--- src/rtl/mdio_mgmt_pkg.sv ---
package mdio_mgmt_pkg;

  typedef enum logic [1:0] {
    REG_CFG  = 2'd0,
    REG_CTL  = 2'd1,
    REG_DATA = 2'd2,
    REG_ADDR = 2'd3
  } reg_sel_e;

  typedef enum logic [1:0] {
    FR_ADDR  = 2'd0,
    FR_WRITE = 2'd1,
    FR_READ  = 2'd2
  } frame_kind_e;

  localparam int HDR_BITS     = 32;
  localparam int FLD_W        = 5;
  localparam int CFG_BUSY_BIT = 0;
  localparam int CFG_ERR_BIT  = 1;
  localparam int CFG_C45_BIT  = 4;
  localparam int CFG_NEG_BIT  = 5;
  localparam int CFG_DIV_LSB  = 16;
  localparam int CTL_DEV_LSB  = 0;
  localparam int CTL_PORT_LSB = 8;
  localparam int CTL_RD_BIT   = 15;

  // start, op, port, device, turnaround and payload, MSB first
  function automatic logic [HDR_BITS-1:0] build_hdr(
      input logic             c45,
      input frame_kind_e      kind,
      input logic [FLD_W-1:0] port,
      input logic [FLD_W-1:0] dev,
      input logic [15:0]      payload);
    logic [1:0]  st;
    logic [1:0]  op;
    logic [1:0]  ta;
    logic [15:0] pl;
    st = c45 ? 2'b00 : 2'b01;
    case (kind)
      FR_ADDR:  op = 2'b00;
      FR_WRITE: op = 2'b01;
      FR_READ:  op = c45 ? 2'b11 : 2'b10;
      default:  op = 2'b00;
    endcase
    ta = (kind == FR_READ) ? 2'b11 : 2'b10;
    pl = (kind == FR_READ) ? 16'hFFFF : payload;
    return {st, op, port, dev, ta, pl};
  endfunction

endpackage

--- src/rtl/mdio_mdc_gen.sv ---
module mdio_mdc_gen #(
  parameter int DIV_W = 9
) (
  input  logic             clk,
  input  logic             rst_n,
  input  logic             run_i,
  input  logic [DIV_W-1:0] div_i,
  output logic             mdc_o,
  output logic             rise_tk_o,
  output logic             fall_tk_o
);

  logic [DIV_W-1:0] cnt_q, cnt_d;
  logic             mdc_q, mdc_d;

  always_comb begin
    cnt_d     = cnt_q;
    mdc_d     = mdc_q;
    rise_tk_o = 1'b0;
    fall_tk_o = 1'b0;
    if (!run_i || (div_i == '0)) begin
      cnt_d = '0;
      mdc_d = 1'b0;
    end else if (cnt_q >= div_i - 1'b1) begin
      cnt_d     = '0;
      mdc_d     = ~mdc_q;
      rise_tk_o = ~mdc_q;
      fall_tk_o = mdc_q;
    end else begin
      cnt_d = cnt_q + 1'b1;
    end
  end

  always_ff @(posedge clk or negedge rst_n) begin
    if (!rst_n) begin
      cnt_q <= '0;
      mdc_q <= 1'b0;
    end else begin
      cnt_q <= cnt_d;
      mdc_q <= mdc_d;
    end
  end

  assign mdc_o = mdc_q;

endmodule

--- src/rtl/mdio_frame_shifter.sv ---
module mdio_frame_shifter #(
  parameter int FRAME_LEN = 64,
  parameter int IDX_W     = $clog2(FRAME_LEN)
) (
  input  logic                 clk,
  input  logic                 rst_n,
  input  logic                 start_i,
  input  logic [FRAME_LEN-1:0] frame_i,
  input  logic                 is_read_i,
  input  logic                 rise_tk_i,
  input  logic                 fall_tk_i,
  input  logic                 mdio_i,
  output logic                 busy_o,
  output logic                 rd_frame_o,
  output logic [IDX_W-1:0]     bit_idx_o,
  output logic                 mdio_o,
  output logic                 mdio_oe_o,
  output logic                 rd_done_o,
  output logic [15:0]          rx_data_o,
  output logic                 rx_err_o
);

  localparam int TA_POS  = FRAME_LEN - 18;
  localparam int TA2_POS = TA_POS + 1;
  localparam int LAST    = FRAME_LEN - 1;

  logic                 busy_q, busy_d;
  logic                 rd_q, rd_d;
  logic [FRAME_LEN-1:0] sh_q, sh_d;
  logic [IDX_W-1:0]     idx_q, idx_d;
  logic                 oe_q, oe_d;
  logic [15:0]          rx_q, rx_d;
  logic                 err_q, err_d;
  logic                 done_q, done_d;

  always_comb begin
    busy_d = busy_q;
    rd_d   = rd_q;
    sh_d   = sh_q;
    idx_d  = idx_q;
    oe_d   = oe_q;
    rx_d   = rx_q;
    err_d  = err_q;
    done_d = 1'b0;
    if (!busy_q) begin
      if (start_i) begin
        busy_d = 1'b1;
        rd_d   = is_read_i;
        sh_d   = frame_i;
        idx_d  = '0;
        oe_d   = 1'b1;
        if (is_read_i) err_d = 1'b0;
      end
    end else begin
      if (rise_tk_i && rd_q) begin
        if (idx_q == IDX_W'(TA2_POS)) begin
          err_d = mdio_i;
        end else if (idx_q > IDX_W'(TA2_POS)) begin
          rx_d = {rx_q[14:0], mdio_i};
        end
      end
      if (fall_tk_i) begin
        if (idx_q == IDX_W'(LAST)) begin
          busy_d = 1'b0;
          oe_d   = 1'b0;
          done_d = rd_q;
        end else begin
          idx_d = idx_q + 1'b1;
          sh_d  = {sh_q[FRAME_LEN-2:0], 1'b1};
          oe_d  = !(rd_q && (idx_q >= IDX_W'(TA_POS - 1)));
        end
      end
    end
  end

  always_ff @(posedge clk or negedge rst_n) begin
    if (!rst_n) begin
      busy_q <= 1'b0;
      rd_q   <= 1'b0;
      sh_q   <= '0;
      idx_q  <= '0;
      oe_q   <= 1'b0;
      rx_q   <= '0;
      err_q  <= 1'b0;
      done_q <= 1'b0;
    end else begin
      busy_q <= busy_d;
      rd_q   <= rd_d;
      sh_q   <= sh_d;
      idx_q  <= idx_d;
      oe_q   <= oe_d;
      rx_q   <= rx_d;
      err_q  <= err_d;
      done_q <= done_d;
    end
  end

  assign busy_o     = busy_q;
  assign rd_frame_o = rd_q;
  assign bit_idx_o  = idx_q;
  assign mdio_o     = sh_q[FRAME_LEN-1];
  assign mdio_oe_o  = oe_q;
  assign rd_done_o  = done_q;
  assign rx_data_o  = rx_q;
  assign rx_err_o   = err_q;

endmodule

--- src/rtl/mdio_mgmt_ctrl.sv ---
module mdio_mgmt_ctrl
  import mdio_mgmt_pkg::*;
#(
  parameter int DIV_W   = 9,
  parameter int PRE_LEN = 32
) (
  input  logic        clk,
  input  logic        rst_n,
  input  logic        reg_wr,
  input  logic [1:0]  reg_waddr,
  input  logic [31:0] reg_wdata,
  input  logic [1:0]  reg_raddr,
  output logic [31:0] reg_rdata,
  output logic        mdc,
  output logic        mdio_o,
  output logic        mdio_oe,
  input  logic        mdio_i
);

  localparam int FRAME_LEN = PRE_LEN + HDR_BITS;
  localparam int IDX_W     = $clog2(FRAME_LEN);

  // reset: asserted at once, released on the clock
  logic rst_meta_q, rst_n_int;
  always_ff @(posedge clk or negedge rst_n) begin
    if (!rst_n) begin
      rst_meta_q <= 1'b0;
      rst_n_int  <= 1'b0;
    end else begin
      rst_meta_q <= 1'b1;
      rst_n_int  <= rst_meta_q;
    end
  end

  logic             c45_q, c45_d;
  logic             neg_q, neg_d;
  logic [DIV_W-1:0] div_q, div_d;
  logic [FLD_W-1:0] port_q, port_d;
  logic [FLD_W-1:0] dev_q, dev_d;
  logic [15:0]      data_q, data_d;
  logic [15:0]      addr_q, addr_d;

  logic                 busy, rd_frame, rd_done, rx_err;
  logic [IDX_W-1:0]     bit_idx;
  logic [15:0]          rx_data;
  logic                 rise_tk, fall_tk;
  logic                 start;
  frame_kind_e          kind;
  logic [FRAME_LEN-1:0] frame;

  always_comb begin
    c45_d  = c45_q;
    neg_d  = neg_q;
    div_d  = div_q;
    port_d = port_q;
    dev_d  = dev_q;
    data_d = data_q;
    addr_d = addr_q;
    start  = 1'b0;
    kind   = FR_WRITE;
    if (reg_wr) begin
      case (reg_sel_e'(reg_waddr))
        REG_CFG: begin
          c45_d = reg_wdata[CFG_C45_BIT];
          neg_d = reg_wdata[CFG_NEG_BIT];
          div_d = reg_wdata[CFG_DIV_LSB +: DIV_W];
        end
        REG_CTL: if (!busy) begin
          port_d = reg_wdata[CTL_PORT_LSB +: FLD_W];
          dev_d  = reg_wdata[CTL_DEV_LSB +: FLD_W];
          if (reg_wdata[CTL_RD_BIT]) begin
            start = 1'b1;
            kind  = FR_READ;
          end
        end
        REG_DATA: if (!busy) begin
          data_d = reg_wdata[15:0];
          start  = 1'b1;
          kind   = FR_WRITE;
        end
        REG_ADDR: if (!busy) begin
          addr_d = reg_wdata[15:0];
          if (c45_q) begin
            start = 1'b1;
            kind  = FR_ADDR;
          end
        end
        default: ;
      endcase
    end
    if (rd_done) data_d = rx_err ? 16'hFFFF : rx_data;
  end

  assign frame = {{PRE_LEN{1'b1}},
                  build_hdr(c45_q, kind, port_d, dev_d, reg_wdata[15:0])};

  always_ff @(posedge clk or negedge rst_n_int) begin
    if (!rst_n_int) begin
      c45_q  <= 1'b0;
      neg_q  <= 1'b0;
      div_q  <= '0;
      port_q <= '0;
      dev_q  <= '0;
      data_q <= '0;
      addr_q <= '0;
    end else begin
      c45_q  <= c45_d;
      neg_q  <= neg_d;
      div_q  <= div_d;
      port_q <= port_d;
      dev_q  <= dev_d;
      data_q <= data_d;
      addr_q <= addr_d;
    end
  end

  always_comb begin
    reg_rdata = '0;
    case (reg_sel_e'(reg_raddr))
      REG_CFG: begin
        reg_rdata[CFG_BUSY_BIT]             = busy;
        reg_rdata[CFG_ERR_BIT]              = rx_err;
        reg_rdata[CFG_C45_BIT]              = c45_q;
        reg_rdata[CFG_NEG_BIT]              = neg_q;
        reg_rdata[CFG_DIV_LSB +: DIV_W]     = div_q;
      end
      REG_CTL: begin
        reg_rdata[CTL_PORT_LSB +: FLD_W] = port_q;
        reg_rdata[CTL_DEV_LSB +: FLD_W]  = dev_q;
      end
      REG_DATA: reg_rdata[15:0] = data_q;
      REG_ADDR: reg_rdata[15:0] = addr_q;
      default:  reg_rdata = '0;
    endcase
  end

  mdio_mdc_gen #(.DIV_W(DIV_W)) u_mdc (
    .clk       (clk),
    .rst_n     (rst_n_int),
    .run_i     (busy),
    .div_i     (div_q),
    .mdc_o     (mdc),
    .rise_tk_o (rise_tk),
    .fall_tk_o (fall_tk)
  );

  mdio_frame_shifter #(.FRAME_LEN(FRAME_LEN), .IDX_W(IDX_W)) u_shift (
    .clk        (clk),
    .rst_n      (rst_n_int),
    .start_i    (start),
    .frame_i    (frame),
    .is_read_i  (kind == FR_READ),
    .rise_tk_i  (rise_tk),
    .fall_tk_i  (fall_tk),
    .mdio_i     (mdio_i),
    .busy_o     (busy),
    .rd_frame_o (rd_frame),
    .bit_idx_o  (bit_idx),
    .mdio_o     (mdio_o),
    .mdio_oe_o  (mdio_oe),
    .rd_done_o  (rd_done),
    .rx_data_o  (rx_data),
    .rx_err_o   (rx_err)
  );

endmodule

--- config.mk ---
export PLATFORM = sky130hd
export DESIGN_NAME = mdio_mgmt_ctrl
export DESIGN_NICKNAME = d
export VERILOG_FILES = /design/src/rtl/mdio_mgmt_pkg.sv /design/src/rtl/mdio_mdc_gen.sv /design/src/rtl/mdio_frame_shifter.sv /design/src/rtl/mdio_mgmt_ctrl.sv
export SDC_FILE = /design/constraint.sdc
export NUM_CORES = 1
export LEC_CHECK = 0
export BUFFER_PORTS_ARGS = -buffer_cell sky130_fd_sc_hd__buf_2
export CAP_MARGIN = 5
export CORE_MARGIN = 4
export CORE_UTILIZATION = 50
export CTS_BUF_LIST = sky130_fd_sc_hd__clkbuf_8
export CTS_CLUSTER_DIAMETER = 40
export DETAILED_ROUTE_END_ITERATION = 6
export PLACE_DENSITY = 0.69
export SLEW_MARGIN = 20
export SYNTH_ARGS = -nofsm -noshare
export SYNTH_HDL_FRONTEND = slang
export SYNTH_HIERARCHICAL = 1
export SYNTH_SLANG_ARGS = --single-unit
--- constraint.sdc ---
create_clock -name clk -period 5.25 [get_ports clk]
set_input_delay 0 -clock clk [delete_from_list [all_inputs] [get_ports clk]]
set_output_delay 0 -clock clk [all_outputs]
set_load 0.005 [all_outputs]
# Word-level counts from Yosys, hierarchy flattened
# Index checks and enable logic that the tools add are counted.
# word_totals
mem_bits_rw	0
latch_bits	0
regBits	156
memories	0
out_inout_bits	35
rom_bits	0
# op_classes
n_eq_ne	15
n_shift	0
n_lt_le_gt_ge	3
n_addsub	3
n_bitwise	3
div_mod_pow	0
reduce_logical	21
muxes	68
mul	0
# op_table
operator	count
$mux W64	4
$mux W16	6
$mux W1	32
$mux W5	6
$mux W9	3
$mux W6	4
$pmux W5 S3	1
$eq A6 B6 Y1 const B	2
$pmux W2 S2	3
$eq A2 B2 Y1 const B	5
$ne A2 B2 Y1 const B	5
$reduce_bool A2 Y1	5
$add A9 B1 Y9 const B	1
$ge A9 B9 Y1	1
$logic_not A9 Y1	1
$reduce_and A3 Y1	3
$sub A9 B1 Y9 const B	1
$pmux W2 S4	1
$reduce_and A4 Y1	2
$add A6 B1 Y6 const B	1
$eq A2 B1 Y1 const B	3
$ge A6 B6 Y1 const B	1
$gt A6 B6 Y1 const B	1
$mux W2	3
10 further kinds	18

# Logic depth before layout (Yosys ltp)
# Gate-level depths: netlist of run 1.
# logic_depth
word_depth	8
mapped_depth	17

# By module
# Netlist of run 1, hierarchy kept.
# modules_own_cells
module	cells_each	n_inst	area_each_um2	seq_area_each_um2
mdio_frame_shifter	313	1	4134.0	2277.2
mdio_mgmt_ctrl	242	1	2951.6	1376.3
mdio_mdc_gen	86	1	794.5	250.2

# Worst setup path after synthesis of run 1
# No wires, ideal clock.
# synth_path
path_kind	register -> register
start	register div_q[0]
end	register u_shift.sh_q[20]
path_slack_ps	2048
path_stages_with_launch	17
t_arrival_ps	3080
required_ps	5127
synth_period_minus_slack_ps	3202
path_cell_list	dfrtp_1 > inv_1 > ha_1 > nand2_1 > nor3_1 > nand2_1 > xor2_1 > ha_1 > a21oi_1 > o21ai_0 > a41oi_2 > nand2_1 > and3_1 > mux2i_1 > a31oi_4 > buf_6 > o221a_2
# synth_via
elab_chain_len	6
word_cells_on_any_way	8
# synth_lines
item	line_no	source
start, declared	mdio_mgmt_ctrl.sv:37	logic [DIV_W-1:0] div_q, div_d;
start signal, assigned	mdio_mgmt_ctrl.sv:109	div_q <= div_d;
$sub A9 B1 Y9	mdio_mdc_gen.sv:24	end else if (cnt_q >= div_i - 1'b1) begin
$ge A9 B9 Y1	mdio_mdc_gen.sv:24	
$mux W1	mdio_mdc_gen.sv:24	
$mux W1 *	mdio_mdc_gen.sv:21	if (!run_i || (div_i == '0)) begin
via fall_tk	mdio_mgmt_ctrl.sv:46	logic rise_tk, fall_tk;
$ne A2 B2 Y1 (no source line) *	--	
$reduce_and A3 Y1 (no source line) *	--	
end signal, assigned	mdio_frame_shifter.sv:80	sh_q <= '0;
end signal, assigned	mdio_frame_shifter.sv:89	sh_q <= sh_d;
end, declared	mdio_frame_shifter.sv:29	logic [FRAME_LEN-1:0] sh_q, sh_d;
# Mark *: on every way through the listed nets, which the timed path passes. The rest lies on a longest branch.
# A chain may end at the register's enable or synchronous reset.

# Worst setup path in the final report of run 1
# layout_path
start	register div_q[0]
end	register u_shift.sh_q[1]
# Same word-level chain as after synthesis.

==> results of run 1 <==
[cell usage after synthesis, types with 2 or more instances]
library cell    n  share of area, %
a211oi_1        2              0.19
a21oi_1        10              0.64
a22o_1          7              0.78
a31oi_1         2              0.16
and2_1         12              0.95
and3_1          6              0.48
buf_2          13              0.83
buf_4           9              0.86
buf_6          16               2.3
clkbuf_1        8              0.38
conb_1          2             0.095
dfrtp_1       156                50
ha_1           16               2.5
inv_1          25               1.2
mux2_1          9               1.3
mux2_2         42               6.0
mux2_4         10               1.9
mux2i_1        26               3.3
mux4_2          3              0.86
nand2_1        17              0.81
nand2b_1       68               5.4
nand3_1        10              0.64
nor2_1         19              0.91
nor2b_1         7              0.56
nor3_1          4              0.25
nor4_1          2              0.16
o21ai_0         3              0.19
o221a_1        42               6.0
o221a_2        21               3.0
o22ai_1        16               1.3
o41a_1          2              0.29
or2_2          16               1.3
xnor2_1         8              0.89
xor2_1          6              0.67
[state kept, by name, indices dropped and copies added, names as in the netlist, 5 cells and up]
signal	cells
addr_q	16
data_q	16
dev_q	5
div_q	9
port_q	5
u_mdc/cnt_q	9
u_shift/bit_idx_o	6
u_shift/rx_data_o	16
u_shift/sh_q	64
[metrics by stage]
step	util, %	instance area [um2]	worst slack [ns]
global placement	54.19	8299	1.306
floorplan	-	8030	0.5815
CTS	58.57	8970	1.131
global route	58.70	8990	0.7837
detailed placement	54.19	8299	1.156
finish	58.70	8990	1.078
[critical path, delay by kind of cell (launching register included)]
family	cells	cell delay, ns
mux	1	0.19
simple gates	6	0.99
fa+ha+maj	2	0.50
flops	1	0.42
xor+xnor	1	0.16
compound gates	4	1.35
buf+inv	2	0.49
[worst paths after layout]
kind / from / end / slack (ns) / cells after the start
max reg2reg: div_q[0] / u_shift/sh_q[1] / 1.08 / 16
max: div_q[0] / u_shift/sh_q[1] / 1.08 / 16
min in group asynchronous: rst_n_int / u_shift/sh_q[50] / 0.30 / 0
min: reg_waddr[0] / c45_q / 0.04 / 3
min reg2reg: rst_n_int / u_shift/sh_q[50] / 0.30 / 0
max in group asynchronous: rst_n_int / u_mdc/mdc_o / 3.97 / 1
[timing repair]
item	CTS	global route
hold buffers	29	0
gates resized for setup	0	0
hold endpoints to repair	59	0
[final cells by class]
cell class                 count  area, um2  area share, %
clock inverter                14      132.6          1.475
tap                          211      264.0          2.937
sequential                   156       3908          43.47
timing repair buffer          96      655.6          7.293
clock buffer                  18      247.7          2.756
multi-input combinational    453       3689          41.03
inverter                      25      93.84          1.044
[cells in the final DEF (no fill, tap or decap), types with 9 or more instances in the layout]
cell type,count
conb_1,42
inv_1,26
mux2i_1,26
mux2_4,10
buf_2,60
and2_1,12
o221a_1,42
nand2_1,17
o22ai_1,16
ha_1,16
nor2_1,19
nand2b_1,68
o221a_2,21
dfrtp_1,155
a21oi_1,10
nand3_1,10
mux2_2,42
mux2_1,9
clkbuf_8,18
dlygate4sd3_1,29
or2_2,16
[per-layer routing]
layer | vias to the layer above | GRT usage [%] | part of all wire, %
li1 | 2489 | - | -
met1 | 2689 | 26.63 | 45
met2 | 104 | 32.03 | 48
met3 | 30 | 4.758 | 4.2
met4 | 0 | 6.800 | 2.0
met5 | - | 0 | 0
[where the power goes]
group | internal, mW | leakage [nW] | switching [mW]
Clock | 0.396 | 0.186 | 0.475
Combinational | 0.527 | 2.08 | 0.342
Sequential | 1.61 | 1.92 | 0.299
Total | 2.54 | 4.18 | 1.12
[kinds of logic (layout without fill, tap and decap cells)]
logic type / after synthesis / in the layout
AO/OA/AOI/OAI: 115 / 115
XOR/XNOR: 14 / 14
adder cells (fa/ha/maj): 16 / 16
buffers and inverters: 72 / 153
flip-flops: 156 / 156
multiplexers: 90 / 90
other: 2 / 42
AND/OR/NAND/NOR: 176 / 176
==> out/results.ini, run 1 <==
[outcome]
status=complete, no violations

[grt]
gr-total-overflow=0
grt_use_total_pct=19.91
antenna_found_initial=0
grt_pass1_wl_mm=28.51
grt_max_degree=79
first_global_vias=5503

[synthesis]
synth_area_mm2=0.007880
synth-seq-cells=156
synth_adder_area_share_pct=2.540
synth_compound_area_share_pct=13.85
synth_top_family_by_area=compound AO/OA/AOI/OAI gates
synth_xor_area_share_pct=1.556
yosys.area_share.simple_pct=13.48
muxShareOfSynthArea_pct=13.35
yosysWarnings=6
synth_edf_count=0
syn_area_per_cell_um2=12.29
postSynthCellCount=641
synth_top_flop_cell=dfrtp_1
synth_cell_type_count=60
async_reset_ff_share_pct=100.0
yosysSeqAreaShare_pct=49.54

[floorplan]
die_area_mm2=0.01783
rows=45
die_h_um=133.5
core_area_mm2=0.01531
io_pins=75
dieWidth_um=133.5
start_util_pct=51.45

[layout]
fill_cells=1280
area_delta_synth_final_pct=14.08
n_antenna_cell=0
layout-drive-gt1-share_pct=26.77
finalNonFillerCells=973
nNetsFinal=805

[clock_network]
clk_pin_slew_ns=0.09
clock_tree.buffer_depth=2
htree_levels=4
clkLatencyLatePin_ns=0.45
clockRootBuffer=clkbuf_8
clock-sinks=156
cts_made_buffers=17
cts_setup_buffers=0
cts_tree=done

[routing]
firstDrtPassIters=4
ant_nets=0
num_vias=5312
drtIter0Drc=365
drcViolationCount=0
vias_per_cell=5.459
postRouteWirelength_mm=16.83
wl_per_cell_um=17.29

[sta]
maxSlewViolCount=0
hold_viol=0
rsz0062_at_grt=false
period_needed_ns=4.172
finalCritPeriodShare_pct=79.46
skew_ns=0.01250
maxSlewHeadroom_pct=31.30
setup-tns-final_ns=0
setup_viol=0
max_freq_mhz=239.7
tightest_slew_ns=1.026
whs_ns=0.03899

[pwr]
totalPowerFinal_mw=3.653
peakVddDrop_mv=0.2559
powerDensity_mw_per_mm2=406.4
leakagePower_nw=4.181

[place]
io_buffers=60
dp.cells=911
dpl.hpwl_mm=11.12
gp_congestion=0.8325

[setup_path]
path_cells=inv_1 > ha_1 > nand2_1 > nor3_1 > nand2_1 > xor2_1 > ha_1 > nand2_1 > o21ai_0 > a41oi_2 > nand2_1 > and3_1 > mux2i_1 > a31oi_4 > buf_4 > o221a_1
cp.arrival_ns=4.55
worst_setup_path_start_kind=flop
crit_fanout=29
crit_top_cell=nand2_1
worst_setup_path_end_kind=flop
max_stage_delay_ns=0.71
slowest_stage=a31oi_4
critPathRequiredTime_ns=5.63
path_class=reg -> reg

[run]
cap_viol_max_count=0

[min_path]
hp-class=in -> reg

No activity file was read; power rests on OpenSTA's default activity.
==> inputs of run 2 (changes only) <==
--- a/config.mk
+++ b/config.mk
@@ -12,7 +12,7 @@
 export CTS_BUF_LIST = sky130_fd_sc_hd__clkbuf_8
 export CTS_CLUSTER_DIAMETER = 40
 export DETAILED_ROUTE_END_ITERATION = 6
-export PLACE_DENSITY = 0.69
+export PLACE_DENSITY = 0.72
 export SLEW_MARGIN = 20
 export SYNTH_ARGS = -nofsm -noshare
 export SYNTH_HDL_FRONTEND = slang
==> constraint.sdc (replaced) <==
create_clock -name clk -period 3.5 [get_ports clk]
set_input_delay 0 -clock clk [delete_from_list [all_inputs] [get_ports clk]]
set_output_delay 0 -clock clk [all_outputs]
set_load 0.005 [all_outputs]
==> run 2 against run 1 <==
Effect of this change: critical path depth fell by 1; sequential share of layout area decreased by 1.1 points; global-route usage down 0.42 points; routed wire length rose by 3.3%; non-clock buffer count up 9; critical path type unchanged; largest cell class unchanged; largest power group unchanged.
==> out/results.ini, run 2 (synthesis results as in run 1) <==
[layout]
nNetsFinal=814
top_register=u_shift/sh_q
layout-drive-gt1-share_pct=28.27
area_delta_synth_final_pct=17.08
fill_cells=1251
largest_reg_flops=64
mostFrequentLayoutCell=dfrtp_1
ff_latch_area_mm2=0.003908
finalNonFillerCells=983
multi_input_area_mm2=0.003711
final_cell_mix=dfrtp_1 (155), nand2b_1 (68), buf_2 (60)
final_util_pct=60.25
fin_area_mm2=0.009226

[setup_path]
cp.arrival_ns=3.64
crit_top_cell=nand2_1
worst_setup_path_start_kind=flop
worst_setup_path_end_kind=flop
slowest_stage=or3_4
crit_fanout=33
critPathRequiredTime_ns=3.83
ff2ff_path_depth=15
path_class=reg -> reg
max_stage_delay_ns=0.43
path_cells=inv_2 > ha_2 > nand2_1 > nor3_2 > nand2_1 > xor2_1 > ha_1 > nand2_1 > or3_4 > nand2_1 > and3_4 > nand2_1 > a21o_4 > buf_12 > mux2_1

[routing]
met2_length_mm=8.532
postRouteWirelength_mm=17.38
wl_per_cell_um=17.68
firstDrtPassIters=4
routed.top_layer=met4
met3WireLength_um=673
vias_per_cell=5.499
drtIter0Drc=319
ant_nets=0
met1_length_mm=7.876
drcViolationCount=0
num_vias=5406

[place]
gp_congestion=0.8321
dpl_cell_area_mm2=0.008359
pre_cts_slack_ns=0.03852
io_buffers=60
dp.cells=914
dpl.hpwl_mm=10.69

[floorplan]
io_pins=75
dieWidth_um=133.5
die_h_um=133.5
rows=45
die_area_mm2=0.01783
start_util_pct=51.45
core_area_mm2=0.01531

[sta]
setup_slack_ns=0.1899
finalCritPeriodShare_pct=94.57
period_needed_ns=3.310
hold_viol=0
max_freq_mhz=302.1
tightest_slew_ns=0.9592
setup_viol=0
skew_ns=0.01062
maxSlewHeadroom_pct=35.77
maxSlewViolCount=0
whs_ns=0.1511
setup-tns-final_ns=0

[clock_network]
clockRootBuffer=clkbuf_8
clock-sinks=156
cts_tree=done
htree_levels=4
clock_tree.buffer_depth=2
clk_pin_slew_ns=0.08
cts_made_buffers=17
clkLatencyLatePin_ns=0.45

[pwr]
peakVddDrop_mv=0.2974
leakagePower_nw=4.258
powerDensity_mw_per_mm2=609.6
totalPowerFinal_mw=5.624

[run]
cap_viol_max_count=0

[grt]
grt_pass1_wl_mm=28.30
first_global_vias=5555
gr-total-overflow=0
grt_use_total_pct=19.49
antenna_found_initial=0
grt_max_degree=73

[min_path]
hold_depth=4
hp-class=in -> reg

[outcome]
status=complete, no violations

run 2: cell type report:
class	count	share of cell area [%]
antenna	1	0.02712
clock inverter	13	1.804
clock buffer	19	2.834
sequential	156	42.35
inverter	25	1.017
multi-input combinational	453	40.22
timing repair buffer	105	8.883
tap	211	2.861
run 2: worst paths after layout:
path                               from  slack (ns)                    to
max                            div_q[0]        0.19  u_shift/bit_idx_o[1]
min                        reg_waddr[1]        0.15                 c45_q
max reg2reg                    div_q[0]        0.19  u_shift/bit_idx_o[1]
min reg2reg                   rst_n_int        0.36      u_shift/sh_q[54]
max in group asynchronous     rst_n_int        2.26            data_q[12]
min in group asynchronous     rst_n_int        0.36      u_shift/sh_q[54]
run 2: power by group:
group	switching, mW	internal [mW]
Clock	0.684	0.745
Sequential	0.437	2.42
Combinational	0.530	0.806
run 2: metal layers:
| metal | global-route usage, % | vias up |
|---|---|---|
| met3 | 4.116 | 19 |
| met1 | 26.16 | 2758 |
| met2 | 31.49 | 117 |
| met4 | 6.971 | 0 |
| met5 | 0 | - |
| li1 | - | 2512 |
run 2: what timing repair did:
item,4_1_cts,5_1_grt
hold buffers,30,0
endpoints found under the setup margin,2,65
pin swaps,0,1
endpoints found under the hold margin,60,0
setup buffers,0,2
gates resized for setup,1,6
cloned,0,4
run 2: worst max-delay path, delay by kind of cell, from the launching register on:
family	cells	cell delay [ns]
simple gates	8	1.34
fa+ha+maj	2	0.49
flops	1	0.42
mux	1	0.31
buf+inv	2	0.26
compound gates	1	0.24
xor+xnor	1	0.15
